File: src/rtl/wt_cache_pkg.sv
package wt_cache_pkg;

  typedef enum logic [1:0] {
    CS_IDLE  = 2'd0,
    CS_DRAIN = 2'd1,
    CS_FILL  = 2'd2
  } cache_state_e;

  // picks one byte lane of a word, little-endian, zero extended
  function automatic logic [31:0] lane_pick(input logic [31:0] w, input logic [1:0] sel);
    logic [7:0] b;
    case (sel)
      2'd0:    b = w[7:0];
      2'd1:    b = w[15:8];
      2'd2:    b = w[23:16];
      default: b = w[31:24];
    endcase
    return {24'd0, b};
  endfunction

endpackage

File: src/rtl/wt_cache_array.sv
module wt_cache_array #(
  parameter int IDX_W = 4,
  parameter int OFS_W = 2,
  parameter int TAG_W = 24
) (
  input  logic             clk,
  input  logic             rst_n,
  input  logic [IDX_W-1:0] rd_idx,
  input  logic [OFS_W-1:0] rd_wsel,
  output logic             rd_valid,
  output logic [TAG_W-1:0] rd_tag,
  output logic [31:0]      rd_word,
  input  logic             wr_en,
  input  logic [IDX_W-1:0] wr_idx,
  input  logic [OFS_W-1:0] wr_wsel,
  input  logic [31:0]      wr_word,
  input  logic             tag_en,
  input  logic [IDX_W-1:0] tag_idx,
  input  logic [TAG_W-1:0] tag_val
);
  localparam int ENTRIES = 1 << IDX_W;
  localparam int SLOTS   = ENTRIES << OFS_W;

  logic [ENTRIES-1:0] valid_q, valid_d;
  logic [TAG_W-1:0]   tag_q  [ENTRIES];
  logic [31:0]        data_q [SLOTS];

  always_comb begin
    valid_d = valid_q;
    if (tag_en) valid_d[tag_idx] = 1'b1;
  end

  always_ff @(posedge clk or negedge rst_n) begin
    if (!rst_n) valid_q <= '0;
    else        valid_q <= valid_d;
  end

  always_ff @(posedge clk) begin
    if (tag_en) tag_q[tag_idx] <= tag_val;
  end

  always_ff @(posedge clk) begin
    if (wr_en) data_q[{wr_idx, wr_wsel}] <= wr_word;
  end

  assign rd_valid = valid_q[rd_idx];
  assign rd_tag   = tag_q[rd_idx];
  assign rd_word  = data_q[{rd_idx, rd_wsel}];

endmodule

File: src/rtl/wt_cache_wbuf.sv
module wt_cache_wbuf #(
  parameter int DEPTH = 4,
  parameter int W     = 62
) (
  input  logic         clk,
  input  logic         rst_n,
  input  logic         push,
  input  logic [W-1:0] push_data,
  input  logic         pop,
  output logic [W-1:0] head,
  output logic         empty,
  output logic         full
);
  localparam int PTR_W = (DEPTH > 1) ? $clog2(DEPTH) : 1;
  localparam int CNT_W = $clog2(DEPTH + 1);

  logic [W-1:0]     slot_q [DEPTH];
  logic [PTR_W-1:0] wptr_q, wptr_d, rptr_q, rptr_d;
  logic [CNT_W-1:0] cnt_q, cnt_d;
  logic             do_push, do_pop;

  function automatic logic [PTR_W-1:0] bump(input logic [PTR_W-1:0] p);
    return (p == PTR_W'(DEPTH - 1)) ? '0 : p + 1'b1;
  endfunction

  assign empty   = (cnt_q == '0);
  assign full    = (cnt_q == CNT_W'(DEPTH));
  assign do_push = push && !full;
  assign do_pop  = pop && !empty;
  assign head    = slot_q[rptr_q];

  always_comb begin
    wptr_d = do_push ? bump(wptr_q) : wptr_q;
    rptr_d = do_pop  ? bump(rptr_q) : rptr_q;
    case ({do_push, do_pop})
      2'b10:   cnt_d = cnt_q + 1'b1;
      2'b01:   cnt_d = cnt_q - 1'b1;
      default: cnt_d = cnt_q;
    endcase
  end

  always_ff @(posedge clk or negedge rst_n) begin
    if (!rst_n) begin
      wptr_q <= '0;
      rptr_q <= '0;
      cnt_q  <= '0;
    end else begin
      wptr_q <= wptr_d;
      rptr_q <= rptr_d;
      cnt_q  <= cnt_d;
    end
  end

  always_ff @(posedge clk) begin
    if (do_push) slot_q[wptr_q] <= push_data;
  end

endmodule

File: src/rtl/wt_cache_ctrl.sv
module wt_cache_ctrl
  import wt_cache_pkg::*;
#(
  parameter int OFS_W = 2
) (
  input  logic             clk,
  input  logic             rst_n,
  input  logic             cpu_req,
  input  logic             cpu_we,
  input  logic             hit,
  input  logic             wb_full,
  input  logic             wb_empty,
  input  logic             mem_ready,
  output logic             cpu_stall,
  output logic             store_ok,
  output logic             fill_active,
  output logic             fill_we,
  output logic             fill_last,
  output logic [OFS_W-1:0] fill_wsel
);
  cache_state_e     state_q, state_d;
  logic [OFS_W-1:0] cnt_q, cnt_d;

  always_comb begin
    state_d   = state_q;
    cnt_d     = cnt_q;
    cpu_stall = 1'b0;
    store_ok  = 1'b0;
    fill_we   = 1'b0;
    fill_last = 1'b0;
    case (state_q)
      CS_IDLE: begin
        if (cpu_req) begin
          if (!hit) begin
            cpu_stall = 1'b1;
            state_d   = CS_DRAIN;
          end else if (cpu_we) begin
            if (wb_full) cpu_stall = 1'b1;
            else         store_ok  = 1'b1;
          end
        end
      end
      CS_DRAIN: begin
        cpu_stall = 1'b1;
        if (wb_empty) begin
          state_d = CS_FILL;
          cnt_d   = '0;
        end
      end
      CS_FILL: begin
        cpu_stall = 1'b1;
        if (mem_ready) begin
          fill_we = 1'b1;
          cnt_d   = cnt_q + 1'b1;
          if (cnt_q == '1) begin
            fill_last = 1'b1;
            state_d   = CS_IDLE;
          end
        end
      end
      default: state_d = CS_IDLE;
    endcase
  end

  always_ff @(posedge clk or negedge rst_n) begin
    if (!rst_n) begin
      state_q <= CS_IDLE;
      cnt_q   <= '0;
    end else begin
      state_q <= state_d;
      cnt_q   <= cnt_d;
    end
  end

  assign fill_active = (state_q == CS_FILL);
  assign fill_wsel   = cnt_q;

endmodule

File: src/rtl/wt_cache.sv
module wt_cache
  import wt_cache_pkg::*;
#(
  parameter int IDX_W    = 4,
  parameter int OFS_W    = 2,
  parameter int WB_DEPTH = 4
) (
  input  logic        clk,
  input  logic        rst_n,
  input  logic        cpu_req,
  input  logic        cpu_we,
  input  logic        cpu_byte,
  input  logic [31:0] cpu_addr,
  input  logic [31:0] cpu_wdata,
  output logic [31:0] cpu_rdata,
  output logic        cpu_stall,
  output logic        mem_req,
  output logic        mem_we,
  output logic [31:0] mem_addr,
  output logic [31:0] mem_wdata,
  input  logic [31:0] mem_rdata,
  input  logic        mem_ready
);
  localparam int TAG_W = 32 - IDX_W - OFS_W - 2;
  localparam int WB_W  = 30 + 32;

  logic [TAG_W-1:0] a_tag;
  logic [IDX_W-1:0] a_idx;
  logic [OFS_W-1:0] a_wsel;
  logic [1:0]       a_boff;

  assign a_tag  = cpu_addr[31 -: TAG_W];
  assign a_idx  = cpu_addr[OFS_W+2 +: IDX_W];
  assign a_wsel = cpu_addr[2 +: OFS_W];
  assign a_boff = cpu_addr[1:0];

  logic             rd_valid;
  logic [TAG_W-1:0] rd_tag;
  logic [31:0]      rd_word;
  logic             hit;
  logic             store_ok, fill_active, fill_we, fill_last;
  logic [OFS_W-1:0] fill_wsel;
  logic             wb_empty, wb_full, wb_pop;
  logic [WB_W-1:0]  wb_head;
  logic             arr_we;
  logic [OFS_W-1:0] arr_wsel;
  logic [31:0]      arr_word;

  assign hit = rd_valid && (rd_tag == a_tag);

  wt_cache_ctrl #(.OFS_W(OFS_W)) i_ctrl (
    .clk         (clk),
    .rst_n       (rst_n),
    .cpu_req     (cpu_req),
    .cpu_we      (cpu_we),
    .hit         (hit),
    .wb_full     (wb_full),
    .wb_empty    (wb_empty),
    .mem_ready   (mem_ready),
    .cpu_stall   (cpu_stall),
    .store_ok    (store_ok),
    .fill_active (fill_active),
    .fill_we     (fill_we),
    .fill_last   (fill_last),
    .fill_wsel   (fill_wsel)
  );

  // one data write port shared by store hits and fill words
  assign arr_we   = store_ok || fill_we;
  assign arr_wsel = fill_active ? fill_wsel : a_wsel;
  assign arr_word = fill_active ? mem_rdata : cpu_wdata;

  wt_cache_array #(.IDX_W(IDX_W), .OFS_W(OFS_W), .TAG_W(TAG_W)) i_array (
    .clk      (clk),
    .rst_n    (rst_n),
    .rd_idx   (a_idx),
    .rd_wsel  (a_wsel),
    .rd_valid (rd_valid),
    .rd_tag   (rd_tag),
    .rd_word  (rd_word),
    .wr_en    (arr_we),
    .wr_idx   (a_idx),
    .wr_wsel  (arr_wsel),
    .wr_word  (arr_word),
    .tag_en   (fill_last),
    .tag_idx  (a_idx),
    .tag_val  (a_tag)
  );

  assign wb_pop = !fill_active && mem_ready;

  wt_cache_wbuf #(.DEPTH(WB_DEPTH), .W(WB_W)) i_wbuf (
    .clk       (clk),
    .rst_n     (rst_n),
    .push      (store_ok),
    .push_data ({cpu_addr[31:2], cpu_wdata}),
    .pop       (wb_pop),
    .head      (wb_head),
    .empty     (wb_empty),
    .full      (wb_full)
  );

  assign mem_req   = fill_active || !wb_empty;
  assign mem_we    = !fill_active;
  assign mem_addr  = fill_active ? {a_tag, a_idx, fill_wsel, 2'b00} : {wb_head[WB_W-1:32], 2'b00};
  assign mem_wdata = fill_active ? 32'd0 : wb_head[31:0];

  assign cpu_rdata = cpu_byte ? lane_pick(rd_word, a_boff) : rd_word;

endmodule

File: config.mk
export PLATFORM = sky130hd
export DESIGN_NAME = wt_cache
export DESIGN_NICKNAME = d
export VERILOG_FILES = /design/src/rtl/wt_cache_pkg.sv /design/src/rtl/wt_cache_array.sv /design/src/rtl/wt_cache_wbuf.sv /design/src/rtl/wt_cache_ctrl.sv /design/src/rtl/wt_cache.sv
export SDC_FILE = /design/constraint.sdc
export NUM_CORES = 2
export LEC_CHECK = 0
export BUFFER_PORTS_ARGS = -buffer_cell sky130_fd_sc_hd__buf_2
export CORE_AREA = 2 2 516 518
export CTS_CLUSTER_DIAMETER = 60
export DETAILED_ROUTE_END_ITERATION = 8
export DIE_AREA = 0 0 518 520
export MAX_ROUTING_LAYER = met4
export PLACE_DENSITY = 0.62
export SYNTH_ARGS = -nofsm -noshare
export SYNTH_HDL_FRONTEND = slang
export SYNTH_SLANG_ARGS = --single-unit
File: constraint.sdc
create_clock -name clk -period 15.62 [get_ports clk]
set_input_delay 1.562 -clock clk [delete_from_list [all_inputs] [get_ports clk]]
set_output_delay 1.562 -clock clk [all_outputs]
set_load 0.02 [all_outputs]
==> impl_metrics.ini <==
[outcome]
status = finished, final reports clean

[clock_network]
cts_root_buf = clkbuf_16
cts_setup_buffers = 0
insertion_delay_ps = 940
hold_buffers = 0
cts_buffer_depth = 4
clkTransAtPathRegs_ps = 60
cts_tree = built
cts_buffers = 291
ctsResizeCount = 0
cts_num_sinks = 2707
h-tree-depth = 5

[finish]
final_nets = 5264
synthToLayoutAreaGrowth_pct = 14.31
utilization_pct = 45.52
drive_above_1_share_pct = 29.74

[placed_design]
hpwl_um = 162800
io_buffers = 198
place.gp.congestion = 0.8835

[synth]
synth_area_per_cell_sq_um = 22.19
synth_ff_type = edfxtp_1
yosys.area.top_type_share_pct = 76.58
netlist_area_sq_um = 105100
ys_ff_latch = 2707
syn_inst = 4736
synth_top_cell_by_area = edfxtp_1
ys_warn_count = 0
synth_common_cells = edfxtp_1, mux4_2, nand2_1, mux2i_1, clkbuf_1
synthArstFlopShare_pct = 0.9974
yosysMostFrequentCell = edfxtp_1
synth-edff-count = 2680
ys_top_cells_by_area = edfxtp_1, mux4_2, mux2i_1, nand2_1, a22oi_1
ys_types = 67
ys_seq_area_share_pct = 77.22

[grt]
grt_max_degree = 106
grt-ovfl-total = 0
grt_pass1_vias = 52110
grt_use_total_pct = 22.08
antenna_found_initial = 14
grt_pass1_wl_um = 408400

[floorplanning]
fp.dieArea_sq_um = 269400
start_util_pct = 39.82
fp.dieH_um = 520
die_w_um = 518
coreArea_sq_um = 263900
io_pins = 201
row_count = 189

[route]
ant_nets = 0
initialDrtViolationCount = 7224
dr.pass1.iters = 6
drc = 0
viasPerCell = 5.965
routedWlPerCell_um = 32.94
vias = 52974
finalWirelength_um = 292600

[timing]
fin_skew_ps = 75.88
tightest_slew_ps = 1323
tns_ps = 0
setup_viol = 0
min_period_ps = 8826
hold_viol_final = 0
period_share_pct = 56.51
maxSlewViolCount = 0
maxSlewHeadroom_pct = 11.80
rsz0062_at_grt = false
fmax_mhz = 113.3

[worst_setup_path]
cp-start-kind = input pin
worstPathRequired_ps = 14060
cp.arrival_ps = 7260
critPathMaxFanout = 92
crit_path_end_kind = output port
path_class = in -> out

[flow_run]
max_cap_violations = 0

[power]
p_leak_nw = 37.78
powerDensity_nw_per_um2 = 139.9
peakVddDrop_v = 0.0001270

[worst_hold_path]
holdCritPathClass = reg -> reg
kinds of logic (layout without fill, tap and decap cells):
family | after synthesis | count (layout) | share of synthesized area (%)
buf+inv | 274 | 876 | 1.192
fa+ha+maj | 13 | 13 | 0.1619
compound gates | 331 | 331 | 2.247
other cells | 1 | 11 | 0.003568
flops | 2707 | 2707 | 77.22
simple gates | 488 | 488 | 2.176
xor+xnor | 41 | 41 | 0.3417
mux | 881 | 881 | 16.66
final timing paths:
path | startpoint | end | slack (ps) | depth (start not counted)
worst max-delay path | cpu_addr[3] | cpu_rdata[7] | 6790 | 10
worst min-delay path | i_array.valid_q[5] | i_array.valid_q[5] | 470 | 1
worst max register to register | i_array.tag_q[15][20] | i_array.data_q[56][11] | 10920 | 11
worst min register to register | i_array.valid_q[5] | i_array.valid_q[5] | 470 | 1
max in group asynchronous | rst_n | i_wbuf.rptr_q[1] | 14430 | 1
min in group asynchronous | rst_n | i_wbuf.rptr_q[0] | 680 | 1
layout by cell type (no fill, tap or decap), drive strengths merged, types with 5 or more instances in the layout:
| cell | count |
|---|---|
| dfrtp | 27 |
| o21ai | 40 |
| a211oi | 36 |
| o22ai | 25 |
| o2111ai | 6 |
| diode | 9 |
| a221oi | 14 |
| xnor2 | 13 |
| nor3 | 44 |
| or2 | 18 |
| ha | 12 |
| a21oi | 61 |
| nor4 | 9 |
| clkbuf | 362 |
| and3 | 12 |
| nand2 | 203 |
| nor2b | 15 |
| nand3 | 36 |
| buf | 375 |
| o221ai | 5 |
| a22oi | 96 |
| and2 | 39 |
| bufinv | 16 |
| o211ai | 8 |
| mux2 | 43 |
| xor2 | 28 |
| nor2 | 86 |
| clkinv | 94 |
| edfxtp | 2680 |
| mux4 | 690 |
| inv | 25 |
| a22o | 15 |
| nand2b | 6 |
| mux2i | 148 |
state kept, by name (all words and copies together), names as in the netlist:
signal,cells
i_wbuf.wptr_q,2
i_wbuf.rptr_q,2
i_array.valid_q,16
i_array.data_q,2048
i_ctrl.fill_wsel,2
i_array.tag_q,384
i_wbuf.cnt_q,3
i_ctrl.state_q,2
i_wbuf.slot_q,248
critical path, cell delays in order:
cell and delay [ps]:
buf_8 540, buf_4 760, buf_4 910, buf_4 770
mux4_2 420, mux2i_1 330, o22ai_1 130, o31ai_1 900
o221ai_1 470, buf_2 290
through the flow:
step                      setup WS (ps)  hold slack, ps  power (W)  instances  cell area, sq um
after floorplan                    8598           433.7   0.009679       4737            105100
after global placement             7004           445.8    0.01051       8389            111500
after detailed placement           7012           449.6    0.01056       8389            111500
after CTS                          7014           464.5    0.01691       8872            120100
after global routing               6755           480.4    0.01730       8876            120100
final                              6794           466.4    0.01680       8881            120100
power breakdown:
group	internal, W	leakage [nW]	total (W)	switching (W)
Clock	0.00371	4.21	0.00641	0.00270
Combinational	0.000588	9.14	0.00197	0.00139
Sequential	0.00838	24.4	0.00842	0.0000407
cell type report:
type / count / area, sq um
multi-input cells: 1756 / 23430
inverters: 18 / 72.57
well taps: 3533 / 4420
clock buffers: 362 / 7655
repair buffers: 375 / 2394
fillers: 21973 / 143800
diodes: 9 / 22.52
flip-flops and latches: 2707 / 81160
clock inverters: 121 / 975.9
per-layer routing:
layer | global-route usage [%] | wire (um) | vias up
met5 | - | 0 | -
met2 | 33.23 | 136900 | 2898
met1 | 30.16 | 117200 | 28737
li1 | - | - | 20810
met3 | 5.005 | 29220 | 529
met4 | 6.622 | 9232 | 0
Note: power is estimated with default switching activity, not from simulation.
